[src/rtl/cic_pkg.sv]
package cic_pkg;
    localparam int PW = 32;
    localparam int SW = 32;
    localparam int IW = $clog2(PW);
    localparam int VW = IW + 1;
    localparam int NGRP = 3;

    typedef enum logic [2:0] {
        A_PSTAT = 3'd0,
        A_PMASK = 3'd1,
        A_HARD  = 3'd2,
        A_SOFT  = 3'd3,
        A_SSTAT = 3'd4,
        A_SMASK = 3'd5
    } reg_addr_e;

    typedef struct packed {
        logic          valid;
        logic [VW-1:0] idx;
    } vec_t;

    localparam logic [PW-1:0] DEF_PRI_EDGE = 32'hF1CF_0000;
    localparam logic [SW-1:0] DEF_SEC_EDGE = 32'h1041_0000;
    localparam logic [PW-1:0] DEF_SOFT     = 32'h7000_0000;

    function automatic logic [IW-1:0] lowest_set(input logic [PW-1:0] v);
        logic [IW-1:0] r;
        r = '0;
        for (int i = PW - 1; i >= 0; i--) begin
            if (v[i]) r = IW'(i);
        end
        return r;
    endfunction
endpackage

[src/rtl/cic_sync.sv]
module cic_sync #(
    parameter int W = 32
) (
    input  logic         clk,
    input  logic         rst,
    input  logic [W-1:0] raw,
    output logic [W-1:0] lvl,
    output logic [W-1:0] rise
);
    logic [W-1:0] meta_q, sync_q, prev_q;

    always_ff @(posedge clk) begin
        if (rst) begin
            meta_q <= '0;
            sync_q <= '0;
            prev_q <= '0;
        end else begin
            meta_q <= raw;
            sync_q <= meta_q;
            prev_q <= sync_q;
        end
    end

    assign lvl  = sync_q;
    assign rise = sync_q & ~prev_q;
endmodule

[src/rtl/cic_srcbank.sv]
module cic_srcbank #(
    parameter int           W         = 32,
    parameter logic [W-1:0] EDGE_BITS = '0
) (
    input  logic         clk,
    input  logic         rst,
    input  logic [W-1:0] lvl,
    input  logic [W-1:0] rise,
    input  logic         clr_en,
    input  logic [W-1:0] keep,
    output logic [W-1:0] status,
    output logic [W-1:0] latched
);
    logic [W-1:0] lat_q, held;

    always_comb begin
        held = clr_en ? (lat_q & keep) : lat_q;
    end

    always_ff @(posedge clk) begin
        if (rst) lat_q <= '0;
        else     lat_q <= held | (rise & EDGE_BITS);
    end

    assign latched = lat_q;
    assign status  = (lvl & ~EDGE_BITS) | lat_q;
endmodule

[src/rtl/cic_top.sv]
module cic_top
    import cic_pkg::*;
#(
    parameter logic [PW-1:0] PRI_EDGE  = DEF_PRI_EDGE,
    parameter logic [SW-1:0] SEC_EDGE  = DEF_SEC_EDGE,
    parameter logic [PW-1:0] SOFT_BITS = DEF_SOFT,
    parameter int unsigned   SUM_POS [NGRP] = '{4, 5, 6},
    parameter logic [SW-1:0] SUM_GRP [NGRP] = '{32'hFFFF_0000, 32'h0000_FF00, 32'h0000_00FF}
) (
    input  logic          clk,
    input  logic          rst,
    input  logic [PW-1:0] pri_raw,
    input  logic [SW-1:0] sec_raw,
    input  logic          reg_we,
    input  logic [2:0]    reg_addr,
    input  logic [31:0]   reg_wdata,
    output logic [31:0]   reg_rdata,
    output logic          cpu_irq,
    output logic          vec_valid,
    output logic [VW-1:0] vec_idx
);
    logic [PW-1:0] sum_pos_mask;
    always_comb begin
        sum_pos_mask = '0;
        for (int g = 0; g < NGRP; g++) sum_pos_mask[SUM_POS[g]] = 1'b1;
    end

    logic [PW-1:0] p_lvl, p_rise, p_stat_src, p_lat;
    logic [SW-1:0] s_lvl, s_rise, s_stat, s_lat;
    logic [PW-1:0] pmask_q, soft_q, pstat, pmasked;
    logic [SW-1:0] smask_q, smasked;
    logic [NGRP-1:0] sum_bits;

    cic_sync #(.W(PW)) u_psync (
        .clk(clk), .rst(rst), .raw(pri_raw & ~sum_pos_mask),
        .lvl(p_lvl), .rise(p_rise)
    );
    cic_sync #(.W(SW)) u_ssync (
        .clk(clk), .rst(rst), .raw(sec_raw),
        .lvl(s_lvl), .rise(s_rise)
    );

    logic wr_hard, wr_sstat;
    assign wr_hard  = reg_we && (reg_addr == A_HARD);
    assign wr_sstat = reg_we && (reg_addr == A_SSTAT);

    cic_srcbank #(.W(PW), .EDGE_BITS(PRI_EDGE)) u_pbank (
        .clk(clk), .rst(rst), .lvl(p_lvl), .rise(p_rise),
        .clr_en(wr_hard), .keep(reg_wdata[PW-1:0]),
        .status(p_stat_src), .latched(p_lat)
    );
    cic_srcbank #(.W(SW), .EDGE_BITS(SEC_EDGE)) u_sbank (
        .clk(clk), .rst(rst), .lvl(s_lvl), .rise(s_rise),
        .clr_en(wr_sstat), .keep(reg_wdata[SW-1:0]),
        .status(s_stat), .latched(s_lat)
    );

    always_ff @(posedge clk) begin
        if (rst) begin
            pmask_q <= '0;
            smask_q <= '0;
            soft_q  <= '0;
        end else if (reg_we) begin
            case (reg_addr)
                A_PMASK: pmask_q <= reg_wdata[PW-1:0];
                A_SMASK: smask_q <= reg_wdata[SW-1:0];
                A_SOFT:  soft_q  <= reg_wdata[PW-1:0] & SOFT_BITS;
                default: ;
            endcase
        end
    end

    assign smasked = s_stat & smask_q;

    for (genvar g = 0; g < NGRP; g++) begin : g_sum
        assign sum_bits[g] = |(smasked & SUM_GRP[g]);
    end

    always_comb begin
        pstat = (p_stat_src & ~sum_pos_mask) | soft_q;
        for (int g = 0; g < NGRP; g++) pstat[SUM_POS[g]] = sum_bits[g];
    end

    assign pmasked = pstat & pmask_q;

    vec_t          vec;
    logic [IW-1:0] p_low, s_low;
    always_comb begin
        p_low     = lowest_set(pmasked);
        s_low     = lowest_set(smasked);
        vec.valid = |pmasked;
        if (sum_pos_mask[p_low]) vec.idx = {1'b1, s_low};
        else                     vec.idx = {1'b0, p_low};
    end

    assign cpu_irq   = vec.valid;
    assign vec_valid = vec.valid;
    assign vec_idx   = vec.idx;

    always_comb begin
        case (reg_addr)
            A_PSTAT: reg_rdata = pstat;
            A_PMASK: reg_rdata = pmask_q;
            A_HARD:  reg_rdata = p_lat;
            A_SOFT:  reg_rdata = soft_q;
            A_SSTAT: reg_rdata = s_stat;
            A_SMASK: reg_rdata = smask_q;
            default: reg_rdata = '0;
        endcase
    end
endmodule

[config.mk]
export PLATFORM = sky130hd
export DESIGN_NAME = cic_top
export DESIGN_NICKNAME = d
export VERILOG_FILES = /design/src/rtl/cic_pkg.sv /design/src/rtl/cic_sync.sv /design/src/rtl/cic_srcbank.sv /design/src/rtl/cic_top.sv
export SDC_FILE = /design/constraint.sdc
export NUM_CORES = 1
export LEC_CHECK = 0
export BUFFER_PORTS_ARGS = -buffer_cell sky130_fd_sc_hd__buf_4
export CAP_MARGIN = 25
export CORE_MARGIN = 2
export CORE_UTILIZATION = 40
export CTS_CLUSTER_DIAMETER = 40
export CTS_CLUSTER_SIZE = 10
export DETAILED_ROUTE_END_ITERATION = 16
export GPL_ROUTABILITY_DRIVEN = 1
export MAX_ROUTING_LAYER = met4
export PLACE_DENSITY = 0.6
export REMOVE_ABC_BUFFERS = 1
export SLEW_MARGIN = 15
export SYNTH_ARGS = -nofsm -noshare
export SYNTH_HDL_FRONTEND = slang
export SYNTH_SLANG_ARGS = --single-unit
[constraint.sdc]
create_clock -name clk -period 1.8 [get_ports clk]
set_input_delay 0.09 -clock clk [delete_from_list [all_inputs] [get_ports clk]]
set_output_delay 0.09 -clock clk [all_outputs]
set_load 0.05 [all_outputs]
; ---- Word-level counts from Yosys, hierarchy flattened
; Memory sizes are Yosys's and may differ from the RTL's.
; Index checks and enable logic that the tools add are counted.
[word_totals]
output_inout_bits = 40
wordCells = 111
rom_bits = 32
mem_count = 1
in_bits = 102
regBits = 320
[mem_list]
columns = memory, words, width, rd, rd_ports_with_merged_regs, write_ports, line_no
row1 = (no name shown), 32, 1, 1, 0, 0, cic_top.sv:92  ; if (sum_pos_mask[p_low]) vec.idx = {1'b1, s_low};
[op_classes]
bitwise = 13
n_reduce_logical = 10
n_lt_le_gt_ge = 1
n_eq_ne = 5
mux = 69
[op_table]
columns = cell, count
row1 = $mux 5, 64
row2 = $pmux 32 s6, 1
row3 = $and 32x32->32, 5
row4 = $mux 32, 2
row5 = $or 32x32->32, 2
row6 = $not 32->32, 1
row7 = $or 28x32->32, 1
row8 = $or 32x29->32, 1
row9 = $or 32x31->32, 1
row10 = $reduce_or 32->1, 1
row11 = $and 29x29->29, 1
row12 = $not 29->29, 1
row13 = $reduce_or 16->1, 1
row14 = $reduce_or 8->1, 2
row15 = $eq 3x2->1 const B, 2
row16 = $eq 3x3->1 const B, 2
row17 = $lt 5x6->1 const B, 1
row18 = $mux 6, 1
row19 = $reduce_and 2->1, 3
row20 = $eq 3x1->1 const B, 1
row21 = $logic_not 3->1, 1
row22 = $logic_and 1x1->1, 2
row23 = $mux 1, 1

; ---- Logic depth before layout (Yosys ltp)
[logic_depth]
ltp_word = 39
mapped_depth = 8

; ---- By module
; A second synthesis with hierarchy kept.
[unflattened]
hier_cells = 1407
area_unflattened_um2 = 13720.7
[by_module_without_submodules]
columns = mod, cells_per_inst, area_per_inst_um2, seq_area_each_um2, n_inst
row1 = cic_sync, 234, 2800.2, 1921.8, 2
row2 = cic_top, 657, 4692.0, 1341.3, 1
row3 = cic_srcbank (u_pbank), 145, 1719.1, 640.6, 1
row4 = cic_srcbank (u_sbank), 137, 1709.1, 640.6, 1

; ---- Worst setup path after synthesis
; Ideal clock, no wire load.
[synth_timing]
path_kind = reg-to-output
start = register u_sbank.lat_q[11] (netlist: u_sbank.latched[11])
end = output vec_idx[3]
path_stages_with_launch = 8
required_ns = 1.710
setup_slack_ns = -1.079
arrival_ns = 2.789
cell_sequence = dfxtp_1 > o21ai_1 > nand4_1 > or3_1 > a21o_1 > a2bb2oi_2 > o21ai_4 > o31ai_1
[synth_via]
elab_chain_len = 15
elab_cells_between_ends = 25
classes_between = mux: 20 / bitwise: 3 / reduce/logical: 1 / memory: 1
[synth_rtl]
columns = element, line_no
row1 = "start, declared", cic_srcbank.sv:14  ; logic [W-1:0] lat_q, held;
row2 = "start signal, assigned", cic_srcbank.sv:22  ; else lat_q <= held | (rise & EDGE_BITS);
row3 = $or 32x32->32 *, cic_srcbank.sv:26  ; assign status = (lvl & ~EDGE_BITS) | lat_q;
row4 = $and 32x32->32 *, cic_top.sv:73  ; assign smasked = s_stat & smask_q;
row5 = "parallel branches: the longest is 12 deep, another holds $mem_v2 32x1", --
row6 = $mux 6 *, cic_top.sv:92
row7 = "end, declared", cic_top.sv:20  ; output logic [VW-1:0] vec_idx
; Every way passes the cells marked *. The select of a mux whose other input is x is not followed.

; ---- Worst setup path after layout
[layout_timing]
start = register u_sbank.lat_q[18] (netlist: u_sbank.latched[18])
end = output vec_idx[0]
[layout_via]
elab_chain_len = 22
elab_cells_between_ends = 31
classes_between = mux: 26 / bitwise: 3 / reduce/logical: 1 / memory: 1
[layout_rtl]
columns = element, line_no
row1 = $or 32x32->32 *, cic_srcbank.sv:26
row2 = $and 32x32->32 *, cic_top.sv:73
row3 = $mux 5 (19 in series), cic_pkg.sv:30  ; if (v[i]) r = IW'(i);
row4 = $mux 6 *, cic_top.sv:92
; Every way passes the cells marked *; elsewhere a longest branch is shown, timed or not. The select of a mux whose other input is x is not followed.

==> results_dict.tcl <==
set metrics [dict create \
    ys.flop_type "dfxtp_1" \
    h-tree-depth 2 \
    worst-slew-pin-transition_ns 0.523 \
    max_slew_margin 0.652 \
    root_buffer "clkbuf_16" \
    seq_area_frac_synth 0.511 \
    dr.pass1.iters 5 \
    criticalPathCategory "register to output port" \
    critPathRequiredTime_ns 1.71 \
    worstHoldPathCells 2 \
    ys_seq_elements 267 \
    routed_via_density 5.04 \
    crit_arrival_ns 2.86 \
    grt_setup_unrepaired "yes" \
    final.setup.worst_slack_ns -1.15 \
    p_total_uw 15400 \
    startpoint_type "register" \
    drc_errors 0 \
    nNetsFinal 1766 \
    gp_congestion 0.892 \
    post-route-min-period_ns 2.95 \
    syn_area_um2 10500 \
    status "finished, violations left" \
    antenna_found_initial 1 \
    hold_class "input pin to register" \
    cpMaxStageDelayCell "o41ai_4" \
    synth_area_per_cell_um2 8.64 \
    synthMuxAreaShare 0.0336 \
    portBuffers 138 \
    synth_compound_area_frac 0.160 \
    power.density_nw_per_um2 934 \
    cap_viol_max_count 0 \
    yosysMostFrequentCell "dfxtp_1" \
    final-setup-viol-count 11 \
    cp_num_cells 9 \
    synth.distinct_cells 51 \
    drive_gt1_frac 0.329 \
    multi_input_area_um2 5210 \
    wl_per_cell_um 16.4 \
    ios 142 \
    synth_xor_area_frac 0.000838 \
    violations "negative setup slack" \
    clkLatencyLatePin_ns 0.52 \
    synthCells 1211 \
    numCtsBuffers 41 \
    cts_sinks 267 \
    synth_top_family_by_area "simple AND/OR/NAND/NOR gates" \
    critPathCaptureType "output port" \
    crit_path_cell_trace "o21ai_2 > nand4_1 > o41ai_4 > a21boi_4 > o21ai_2 > a21o_1 > o21ai_4 > mux2i_2 > buf_6" \
    globalRouteOverflowTotal 0 \
    die_area_um2 27500 \
    core_um2 25800 \
    fin_crit_sh 1.64 \
    fmaxAchievable_mhz 339 \
    synth_edf_count 0 \
    regArea_um2 5380 \
    worst_path_largest_cell_delay_ns 0.43 \
    synthTopCellsByCount "dfxtp_1 (267), nand2_1 (174), nor2b_1 (144)" \
    peakVddDrop_mv 0.764 \
    crit_family "compound AO/OA/AOI/OAI gates" \
    grt_max_degree 69 \
    fill_cells 2134 \
    netlist_top_cells_area "dfxtp_1 (51%), nor2b_1 (8.6%), nand2_1 (6.2%)" \
    track_usage 0.243 \
    worstRegToRegCells 3 \
    final_hold_viol_count 0 \
    yosysWarnings 0 \
    start_util 0.405 \
    drv_slew 0 \
    synth_top_area_frac 0.511 \
    cpMostUsedCell "o21ai_2" \
    die_w_um 166 \
    grt_pass1_wl_mm 52.6 \
    final_antenna_net_count 0 \
    hpwlAfterDp_mm 21.5 \
    async_flop_share 0 \
    final.setup_skew_ns 0.0122 \
    synth_top_area_cell "dfxtp_1" \
    synthSimpleGateAreaFrac 0.266 \
    finalCoreUtilization 0.640 \
    synthAdderAreaFrac 0 \
    drtIter0Drc 603 \
    grt_pass1_vias 10200 \
    cts_buffer_depth 3 \
    area_growth_pct 58.1 \
    via_count 10200 \
    chipHeight_um 166 \
    critPathBufInv 1 \
    cellLeakagePower_uw 0.00705 \
    cts_tree "built" \
    num_rows 59 \
    routed_wl_mm 33.1 \
    path_clk_slew_ns 0.05 \
    path_max_fanout 4 \
]
==> routing by layer <==
layer  wire (um)  GRT usage  vias up
met2       15300      0.384      295
met1       15100      0.319     4823
li1            -          -     5021
met5           0          -        -
met4        1010     0.0877        0
met3        1770     0.0366       77
==> final timing paths <==
kind	startpoint	to	slack, ns
setup / recovery	u_sbank.latched[18]	vec_idx[0]	-1.15
setup reg to reg	u_pbank.latched[18]	u_pbank.latched[18]	0.97
hold / removal	rst	u_psync.lvl[26]	0.1
hold reg to reg	u_psync.meta_q[3]	u_psync.lvl[3]	0.43
==> cells in the final DEF, fill, tap and decap left out, types with 4 or more instances in the layout <==
master         netlist  routed
buf_4                1     342
dfxtp_1            267     240
nand2_1            174     169
nor2b_1            144     143
nor2_1             130     127
a21oi_1            114     108
dlygate4sd3_1        0      93
nor3b_1             51      51
clkbuf_16            0      43
mux2i_1             34      33
o21ai_0             40      29
buf_6                0      29
dfxtp_2              0      27
o21ai_2              8      24
o21ai_1             35      23
nand2b_1            21      21
nand3_1             14      11
o221ai_2             0      11
buf_12               0      11
o21ai_4              2       9
inv_1                8       8
nand4_1              7       7
o221ai_1            18       7
o22a_1               7       7
clkbuf_8             0       7
a31oi_1              7       6
o22ai_1              7       5
o21a_1               5       5
o211ai_1             5       5
a21oi_2              0       4
nand2_2              0       4
a31o_1               4       4
inv_6                0       4
bufinv_16            0       4
clkbuf_1            65       4
==> cell type report <==
class	count	area share
multi-input cells	866	0.315
inverters	9	0.00204
clock buffers	53	0.0710
flip-flops and latches	267	0.325
repair buffers	479	0.248
clock inverters	15	0.0123
well taps	335	0.0254
diodes	1	0.000151
==> timing repair <==
item                                    CTS  global route
pin swaps                                26            34
hold endpoints to repair                192             0
buffers inserted                         28             5
endpoints found under the setup margin   15            34
resized for setup                        82            72
hold buffers                             93             0
==> worst reg2reg max path, delay by kind of cell (launching register included) <==
family                 cells  cell delay, ns
AO/OA/AOI/OAI              2            0.20
buffers and inverters      1            0.15
flip-flops                 1            0.42
==> cell families after synthesis <==
kind of cell	after synthesis
multiplexers	35
XOR/XNOR	1
buffers and inverters	78
AND/OR/NAND/NOR	556
AO/OA/AOI/OAI	274
flip-flops	267
==> sequential cells by signal, summed over array words and instances, names as in the netlist <==
| signal | count |
|---|---|
| pmask_q | 32 |
| smask_q | 32 |
| u_pbank.latched | 32 |
| u_sbank.latched | 32 |
| u_ssync.lvl | 32 |
| u_ssync.meta_q | 32 |
| u_psync.lvl | 29 |
| u_psync.meta_q | 29 |
| u_psync.prev_q | 11 |
| soft_q | 3 |
| u_ssync.prev_q | 3 |
==> power by group <==
group          total, uW  switching [uW]  leakage, uW  internal [uW]
Combinational       1350             690      0.00418            664
Sequential          6200            88.1      0.00220           6110
Clock               7890            2740     0.000673           5150
==> per-stage QoR <==
| stage | setup slack (ns) | TNS, ns | area [um^2] | hold slack, ns | std cells |
|---|---|---|---|---|---|
| global placement | -0.663 | -4.58 | 13400 | 0.299 | 1835 |
| detailed placement | -0.689 | -4.82 | 13400 | 0.305 | 1835 |
| CTS | -1.15 | -9.72 | 16200 | 0.102 | 2021 |
| finish | -1.15 | -9.96 | 16500 | 0.0963 | 2025 |
| global route | -1.23 | -10.85 | 16500 | 0.124 | 2025 |
| floorplan | -1.08 | -14.04 | 10200 | 0.159 | 1142 |
(Power assumes the default switching activity.)
